==> src/rtl/flash_poll_pkg.sv <==
package flash_poll_pkg;
  typedef enum logic [1:0] {
    OP_PROG  = 2'b00,
    OP_SERA  = 2'b01,
    OP_CERA  = 2'b10,
    OP_RSVD  = 2'b11
  } poll_op_e;

  typedef enum logic [1:0] {
    ST_IDLE = 2'b00,
    ST_RUN  = 2'b01,
    ST_LOCK = 2'b10,
    ST_HOLD = 2'b11
  } poll_st_e;

  function automatic logic op_ok(input logic [1:0] op);
    return op != OP_RSVD;
  endfunction
endpackage

==> src/rtl/flash_poll_timer.sv <==
module flash_poll_timer #(
  parameter int unsigned PROG_CYC  = 200,
  parameter int unsigned ERASE_CYC = 20000,
  localparam int unsigned CNT_W    = $clog2(ERASE_CYC + 1)
) (
  input  logic clk_i,
  input  logic rst_ni,
  input  logic load_i,
  input  logic erase_i,
  input  logic run_i,
  output logic expired_o
);
  localparam logic [CNT_W-1:0] PROG_LD  = CNT_W'(PROG_CYC - 1);
  localparam logic [CNT_W-1:0] ERASE_LD = CNT_W'(ERASE_CYC - 1);

  logic [CNT_W-1:0] cnt_q;

  always_ff @(posedge clk_i or negedge rst_ni) begin
    if (!rst_ni) begin
      cnt_q <= '0;
    end else if (load_i) begin
      cnt_q <= erase_i ? ERASE_LD : PROG_LD;
    end else if (run_i && cnt_q != '0) begin
      cnt_q <= cnt_q - 1'b1;
    end
  end

  assign expired_o = run_i && (cnt_q == '0);
endmodule

==> src/rtl/flash_poll_match.sv <==
module flash_poll_match
  import flash_poll_pkg::*;
#(
  parameter int unsigned ADDR_W   = 20,
  parameter int unsigned SECT_LSB = 15
) (
  input  poll_op_e          op_i,
  input  logic [ADDR_W-1:0] tgt_i,
  input  logic [ADDR_W-1:0] rd_i,
  output logic              qual_o
);
  logic same_sect;

  generate
    if (SECT_LSB >= ADDR_W) begin : g_one_sect
      assign same_sect = 1'b1;
    end else begin : g_sects
      assign same_sect = rd_i[ADDR_W-1:SECT_LSB] == tgt_i[ADDR_W-1:SECT_LSB];
    end
  endgenerate

  always_comb begin
    unique case (op_i)
      OP_PROG: qual_o = (rd_i == tgt_i);
      OP_SERA: qual_o = same_sect;
      default: qual_o = 1'b1;
    endcase
  end
endmodule

==> src/rtl/flash_poll_ctrl.sv <==
module flash_poll_ctrl
  import flash_poll_pkg::*;
#(
  parameter int unsigned ADDR_W = 20
) (
  input  logic              clk_i,
  input  logic              rst_ni,
  input  logic              start_i,
  input  logic [1:0]        op_i,
  input  logic [ADDR_W-1:0] addr_i,
  input  logic              d7_i,
  input  logic              prot_i,
  input  logic              done_i,
  input  logic              expired_i,
  output logic              load_o,
  output logic              load_erase_o,
  output poll_st_e          st_o,
  output poll_op_e          op_o,
  output logic [ADDR_W-1:0] addr_o,
  output logic              d7_o,
  output logic              ready_o
);
  poll_st_e          st_q;
  poll_op_e          op_q;
  logic [ADDR_W-1:0] addr_q;
  logic              d7_q;
  logic              ready_q;
  logic              accept;

  assign accept       = start_i && op_ok(op_i) && (st_q == ST_IDLE || st_q == ST_HOLD);
  assign load_o       = accept && prot_i;
  assign load_erase_o = (op_i != OP_PROG);

  always_ff @(posedge clk_i or negedge rst_ni) begin
    if (!rst_ni) begin
      st_q    <= ST_IDLE;
      op_q    <= OP_PROG;
      addr_q  <= '0;
      d7_q    <= 1'b0;
      ready_q <= 1'b1;
    end else begin
      unique case (st_q)
        ST_IDLE, ST_HOLD: begin
          if (accept) begin
            st_q    <= prot_i ? ST_LOCK : ST_RUN;
            op_q    <= poll_op_e'(op_i);
            addr_q  <= addr_i;
            d7_q    <= d7_i;
            ready_q <= 1'b0;
          end
        end
        ST_RUN: begin
          if (done_i) begin
            st_q    <= ST_HOLD;
            ready_q <= 1'b1;
          end
        end
        default: begin
          // protected window: no array activity, no result kept
          if (expired_i) begin
            st_q    <= ST_IDLE;
            ready_q <= 1'b1;
          end
        end
      endcase
    end
  end

  assign st_o    = st_q;
  assign op_o    = op_q;
  assign addr_o  = addr_q;
  assign d7_o    = d7_q;
  assign ready_o = ready_q;
endmodule

==> src/rtl/flash_poll_status.sv <==
module flash_poll_status
  import flash_poll_pkg::*;
#(
  parameter int unsigned ADDR_W       = 20,
  parameter int unsigned SECT_LSB     = 15,
  parameter int unsigned CLK_FREQ_MHZ = 200,
  parameter int unsigned PROG_WIN_NS  = 1000,
  parameter int unsigned ERASE_WIN_NS = 100000
) (
  input  logic              clk_i,
  input  logic              rst_ni,
  input  logic              start_i,
  input  logic [1:0]        op_i,
  input  logic [ADDR_W-1:0] addr_i,
  input  logic [7:0]        data_i,
  input  logic              prot_i,
  input  logic              done_i,
  input  logic [ADDR_W-1:0] rd_addr_i,
  output logic              dq7_o,
  output logic              poll_o,
  output logic              ready_o
);
  localparam int unsigned PROG_RAW  = CLK_FREQ_MHZ * PROG_WIN_NS / 1000;
  localparam int unsigned ERASE_RAW = CLK_FREQ_MHZ * ERASE_WIN_NS / 1000;
  localparam int unsigned PROG_CYC  = (PROG_RAW  == 0) ? 1 : PROG_RAW;
  localparam int unsigned ERASE_CYC = (ERASE_RAW == 0) ? 1 : ERASE_RAW;

  poll_st_e          st;
  poll_op_e          op_q;
  logic [ADDR_W-1:0] addr_q;
  logic              d7_q;
  logic              load, load_erase, expired, qual;

  flash_poll_ctrl #(.ADDR_W(ADDR_W)) u_ctrl (
    .clk_i       (clk_i),
    .rst_ni      (rst_ni),
    .start_i     (start_i),
    .op_i        (op_i),
    .addr_i      (addr_i),
    .d7_i        (data_i[7]),
    .prot_i      (prot_i),
    .done_i      (done_i),
    .expired_i   (expired),
    .load_o      (load),
    .load_erase_o(load_erase),
    .st_o        (st),
    .op_o        (op_q),
    .addr_o      (addr_q),
    .d7_o        (d7_q),
    .ready_o     (ready_o)
  );

  flash_poll_timer #(.PROG_CYC(PROG_CYC), .ERASE_CYC(ERASE_CYC)) u_timer (
    .clk_i    (clk_i),
    .rst_ni   (rst_ni),
    .load_i   (load),
    .erase_i  (load_erase),
    .run_i    (st == ST_LOCK),
    .expired_o(expired)
  );

  flash_poll_match #(.ADDR_W(ADDR_W), .SECT_LSB(SECT_LSB)) u_match (
    .op_i  (op_q),
    .tgt_i (addr_q),
    .rd_i  (rd_addr_i),
    .qual_o(qual)
  );

  always_comb begin
    unique case (st)
      ST_RUN, ST_LOCK: dq7_o = qual ? ((op_q == OP_PROG) ? ~d7_q : 1'b0) : 1'b1;
      ST_HOLD:         dq7_o = (qual && op_q == OP_PROG) ? d7_q : 1'b1;
      default:         dq7_o = 1'b1;
    endcase
  end

  assign poll_o = (st == ST_RUN) || (st == ST_LOCK);
endmodule

==> config.mk <==
export PLATFORM = sky130hd
export DESIGN_NAME = flash_poll_status
export DESIGN_NICKNAME = d
export VERILOG_FILES = /design/src/rtl/flash_poll_pkg.sv /design/src/rtl/flash_poll_timer.sv /design/src/rtl/flash_poll_match.sv /design/src/rtl/flash_poll_ctrl.sv /design/src/rtl/flash_poll_status.sv
export SDC_FILE = /design/constraint.sdc
export NUM_CORES = 1
export LEC_CHECK = 0
export ABC_CLOCK_PERIOD_IN_PS = 2200
export BUFFER_PORTS_ARGS = -buffer_cell sky130_fd_sc_hd__buf_2
export CORE_MARGIN = 2
export CORE_UTILIZATION = 39
export DETAILED_ROUTE_END_ITERATION = 8
export PLACE_DENSITY = 0.64
export REMOVE_ABC_BUFFERS = 1
export SYNTH_ARGS = -nofsm -noshare
export SYNTH_HDL_FRONTEND = slang
export SYNTH_SLANG_ARGS = --single-unit
==> constraint.sdc <==
create_clock -name clk_i -period 2.2 [get_ports clk_i]
set_input_delay 0.11 -clock clk_i [delete_from_list [all_inputs] [get_ports clk_i]]
set_output_delay 0.11 -clock clk_i [all_outputs]
set_load 0.01 [all_outputs]
==> flow_metrics.tcl, run 1 <==
set metrics [dict create \
    clk_latency_ps 290 \
    seq_area_frac_synth 0.449 \
    nFillCells 492 \
    cts_tree "done" \
    cts.sinks 41 \
    n_antenna_cell 0 \
    slew_headroom 0.657 \
    end_kind "flip-flop" \
    start_util 0.410 \
    postRouteWirelength_um 4890 \
    min_period_ps 2010 \
    status "finished, final reports clean" \
    drt_iter0_markers 106 \
    finalPower_mw 3.38 \
    synth_cell_type_count 44 \
    place_area_um2 2680 \
    nNetsFinal 339 \
    p_leak_nw 1.21 \
    cp.arrival_ps 2230 \
    cts_setup_buffers 0 \
    grt_usage 0.166 \
    max_freq_mhz 497 \
    cts_htree_levels 2 \
    ys_ff_latch 41 \
    seq_area_um2 1030 \
    cp_max_fo 6 \
    coreArea_um2 5570 \
    min_period_over_period 0.914 \
    antenna_found_initial 0 \
    dpl.hpwl_um 3790 \
    worst_slew_pin_slew_ps 515 \
    yosys_warnings 0 \
    grt_max_degree 24 \
    ant_nets 0 \
    port_buffers 50 \
    first_pass_iters 4 \
    io_pins 58 \
    slew_violations 0 \
    fin_util 0.502 \
    finish.instance_area_um2 2800 \
    yosysTopAreaCellShare 0.438 \
    peakVddDrop_uv 496 \
    maxCapViolations 0 \
    netlist_top_cells_area "dfrtp_1 (44%), mux2_2 (11%), xnor2_1 (5.0%), xor2_1 (3.8%), nor2_1 (3.4%)" \
    grt_pass1_wl_um 8310 \
    num_vias 1809 \
    hp-class "in2reg" \
    die_h_um 80.6 \
    area_delta_synth_final_pct 22.5 \
    grt_pass1_vias 1777 \
    clock-root-buffer "clkbuf_8" \
    numCtsBuffers 5 \
    gp_congestion 0.894 \
    die-area_um2 6490 \
    routed_via_density 5.14 \
    finClkSkew_ps 6.60 \
    multi_input_area_um2 1190 \
    routedWlPerCell_um 13.9 \
    synth_top_area_cell "dfrtp_1" \
    netlist_instances 217 \
    placementRows 27 \
    finalSetupViolations 0 \
    start_kind "flip-flop" \
    drive_above_1_share 0.361 \
    post_synth.cell_area_avg_um2 10.5 \
    clkTransAtPathRegs_ps 80 \
    post-route-drc-count 0 \
    rsz0062_at_grt "no" \
    critPathKind "reg2reg" \
    required_ps 2420 \
    cts.path.max_buffers 2 \
    hold_viol_final 0 \
    timing.setup.tns_ps 0 \
    power_density_nw_per_um2 1210 \
    syn_area_um2 2290 \
    grt_overflow_total 0 \
    fp.dieW_um 80.6 \
]
==> through the flow <==
| stage | hold WS [ps] | instances | setup slack, ps |
|---|---|---|---|
| after floorplan | -186 | 211 | -256 |
| after global placement | 116 | 343 | 188 |
| after detailed placement | 115 | 343 | 192 |
| after CTS | 38.6 | 352 | 185 |
| after global routing | 29.8 | 352 | 16.1 |
| final | 48.9 | 352 | 189 |
==> final timing paths <==
kind,from,end,slack [ps],depth (start not counted)
max in group asynchronous,rst_ni,u_timer.cnt_q[14],1300,3
min in group asynchronous,rst_ni,u_ctrl.addr_o[9],340,2
setup reg to reg,u_timer.cnt_q[0],u_ctrl.ready_o,190,6
hold / removal,addr_i[11],u_ctrl.addr_o[11],50,2
setup / recovery,u_timer.cnt_q[0],u_ctrl.ready_o,190,6
hold reg to reg,u_ctrl.addr_o[6],u_ctrl.addr_o[6],530,1
==> layout by cell type, fill, tap and decap left out, types with 2 or more instances in the layout <==
cell | Yosys | final
buf_2 | 4 | 50
dfrtp_1 | 40 | 40
mux2_2 | 22 | 22
nor2_1 | 21 | 21
xnor2_1 | 13 | 13
xor2_1 | 10 | 10
nand2_1 | 10 | 10
o21ai_0 | 10 | 10
inv_1 | 9 | 9
buf_4 | 1 | 9
nor3_1 | 8 | 8
nand3_1 | 7 | 7
a21oi_1 | 7 | 7
ha_1 | 5 | 5
clkbuf_8 | 0 | 5
a31oi_1 | 4 | 4
nor4_1 | 4 | 4
o211ai_1 | 4 | 4
nand4_1 | 3 | 3
mux2i_1 | 3 | 3
or4_1 | 3 | 3
nor4_4 | 2 | 2
and2_2 | 1 | 2
and3_1 | 2 | 2
o21ai_1 | 2 | 2
==> flip-flops by register name, indices dropped and copies added, names as in the netlist <==
signal	flops
u_timer.cnt_q	15
u_ctrl.op_o	2
u_ctrl.d7_o	1
u_ctrl.addr_o	20
u_ctrl.ready_o	1
u_ctrl.st_o	2
==> synth_stat cells, drive strengths merged <==
cell type,count
or3b,1
nand3,7
o22ai,1
xnor2,13
mux2i,3
a21boi,1
o211ai,4
and3,2
o21ai,12
xor2,10
nor2,22
buf,6
o311ai,2
inv,9
o21a,1
or4,3
dfrtp,40
nand3b,1
and2,2
or3,2
a21oi,7
nand4,3
dfstp,1
nor4,6
a41oi,2
a31oi,4
nor3b,1
nand2,11
o221ai,1
nor2b,2
nor3,8
ha,5
mux2,23
a41o,1
==> critical path, cell delays in order, from the launching register on <==
cell and delay (ps):
dfrtp_1 420, inv_1 90, ha_1 200, nor3b_2 370, a41oi_2 310, nor2_4 220
mux2_1 330
==> repair_timing <==
| item | CTS | global route |
|---|---|---|
| gates resized for setup | 0 | 2 |
| hold endpoints to repair | 20 | 0 |
| setup endpoints to repair | 0 | 2 |
| hold buffers | 1 | 0 |
==> cells by family after synthesis <==
logic type               count (synthesis)  share of synthesized area
AND/OR/NAND/NOR                         71                      0.175
flip-flops                              41                      0.449
AO/OA/AOI/OAI                           36                      0.102
multiplexers                            26                      0.126
XOR/XNOR                                23                     0.0881
buffers and inverters                   15                     0.0317
adder cells (fa/ha/maj)                  5                     0.0274
==> routing by layer <==
layer | part of all wire | track usage | vias up
met1 | 0.46 | 0.216 | 853
met4 | 0.017 | 0.0576 | 0
met3 | 0.041 | 0.0281 | 9
met5 | 0 | 0 | -
met2 | 0.48 | 0.279 | 44
li1 | - | - | 903
==> power by group <==
group / total (mW) / switching, mW / internal [mW]
Combinational: 1.42 / 0.670 / 0.748
Sequential: 1.35 / 0.267 / 1.09
Clock: 0.610 / 0.269 / 0.341
Total: 3.38 / 1.21 / 2.18
==> area by class of cell <==
type,instances,area share
inverter,9,0.0121
timing repair buffer,61,0.124
tap,72,0.0322
multi-input combinational,161,0.425
sequential,41,0.367
clock buffer,6,0.0259
clock inverter,2,0.0139
(Power assumes the default switching activity.)
==> inputs of run 2 (changes only) <==
--- a/config.mk
+++ b/config.mk
@@ -7,7 +7,6 @@
 export LEC_CHECK = 0
 export ABC_CLOCK_PERIOD_IN_PS = 2200
 export BUFFER_PORTS_ARGS = -buffer_cell sky130_fd_sc_hd__buf_2
-export CORE_MARGIN = 2
 export CORE_UTILIZATION = 39
 export DETAILED_ROUTE_END_ITERATION = 8
 export PLACE_DENSITY = 0.64
==> flow_metrics.tcl, run 2 (synthesized netlist as in run 1, its figures left out) <==
set metrics [dict create \
    status "finished, final reports clean" \
    antenna_found_initial 0 \
    final_cell_mix "buf_2 (50), dfrtp_1 (40), mux2_2 (22)" \
    place_area_um2 2640 \
    clkTransAtPathRegs_ps 80 \
    largest_register_ffs 20 \
    crit_family "simple AND/OR/NAND/NOR gates" \
    coreArea_um2 5570 \
    drive_above_1_share 0.351 \
    cts.path.max_buffers 2 \
    required_ps 2420 \
    finalWorstSetupSlack_ps 135 \
    start_kind "flip-flop" \
    start_util 0.410 \
    finalSetupViolations 0 \
    die_h_um 78.6 \
    gp_congestion 0.836 \
    cts.sinks 41 \
    min_period_ps 2060 \
    end_kind "flip-flop" \
    cts_tree "done" \
    clock-root-buffer "clkbuf_8" \
    finClkSkew_ps 9.17 \
    cp.arrival_ps 2290 \
    cts_setup_buffers 0 \
    cp_max_fo 7 \
    dp_worst_setup_slack_ps 158 \
    timing.setup.tns_ps 0 \
    post-route-drc-count 0 \
    num_vias 1801 \
    numCtsBuffers 5 \
    peakVddDrop_uv 501 \
    power_density_nw_per_um2 1220 \
    max_freq_mhz 484 \
    dpl.hpwl_um 3840 \
    hold_viol_final 0 \
    rsz0062_at_grt "no" \
    grt_pass1_vias 1813 \
    routedWlPerCell_um 14.2 \
    io_pins 58 \
    placementRows 27 \
    nFillCells 529 \
    grt_usage 0.178 \
    first_pass_iters 4 \
    cp_num_buf_inv 1 \
    clk_latency_ps 290 \
    maxCapViolations 0 \
    slew_violations 0 \
    grt_max_degree 25 \
    cts_htree_levels 2 \
    p_leak_nw 1.19 \
    crit_slowest_cell "dfrtp_1" \
    min_period_over_period 0.939 \
    port_buffers 50 \
    nNetsFinal 335 \
    grt_overflow_total 0 \
    slowest_delay_ps 420 \
    hp-class "in2reg" \
    critPathKind "reg2reg" \
    grt_pass1_wl_um 8590 \
    slew_headroom 0.667 \
    finish.instance_area_um2 2760 \
    worst_slew_pin_slew_ps 500 \
    fp.dieW_um 78.6 \
    area_delta_synth_final_pct 20.9 \
    critical_path.cell_chain "inv_1 > ha_1 > nor3b_2 > a41oi_2 > nor2_4 > mux2_1" \
    die-area_um2 6170 \
    n_antenna_cell 0 \
    ant_nets 0 \
    routed_via_density 5.18 \
    drt_iter0_markers 100 \
    postRouteWirelength_um 4960 \
    finalPower_mw 3.36 \
    final_common_cell "buf_2" \
]
==> run 2: final cells by class <==
cell class,count,area (um^2),share of cell area
multi-input cells,161,1190,0.431
flip-flops and latches,41,1030,0.372
repair buffers,57,305,0.111
well taps,72,90.1,0.0326
clock buffers,7,86.3,0.0312
inverters,9,33.8,0.0122
clock inverters,1,30.0,0.0109
==> run 2: per-layer routing <==
metal | track usage | routed length, um | vias up
li1 | - | - | 890
met1 | 0.227 | 2280 | 868
met2 | 0.309 | 2470 | 39
met3 | 0.0256 | 169 | 4
met4 | 0.0519 | 43 | 0
met5 | 0 | 0 | -
==> run 2: path summary, 6_finish.rpt <==
| kind | start | end | slack (ps) | depth (start not counted) |
|---|---|---|---|---|
| max in group asynchronous | rst_ni | u_ctrl.ready_o | 1360 | 3 |
| min in group asynchronous | rst_ni | u_ctrl.addr_o[2] | 250 | 2 |
| worst min-delay path | addr_i[2] | u_ctrl.addr_o[2] | 50 | 2 |
| worst min register to register | u_ctrl.addr_o[7] | u_ctrl.addr_o[7] | 530 | 1 |
| worst max register to register | u_timer.cnt_q[0] | u_ctrl.ready_o | 140 | 6 |
| worst max-delay path | u_timer.cnt_q[0] | u_ctrl.ready_o | 140 | 6 |
==> run 2: through the flow <==
stage / util / cells / hold WS, ps
after floorplan: - / 211 / -186
after global routing: 0.496 / 348 / 42.4
final: 0.496 / 348 / 48.2
after CTS: 0.495 / 348 / 39.3
after detailed placement: 0.473 / 339 / 33.4
after global placement: 0.473 / 339 / 32.9
==> run 2: power breakdown <==
part | total [mW] | internal (mW) | switching, mW
clock | 0.620 | 0.370 | 0.250
sequential | 1.36 | 1.09 | 0.277
combinational | 1.38 | 0.712 | 0.666
total | 3.36 | 2.17 | 1.19
==> run 2: repair_timing <==
item | in CTS | in global routing
hold endpoints to repair | 13 | 0
hold buffers | 1 | 0
setup endpoints to repair | 0 | 1
resized for setup | 0 | 1
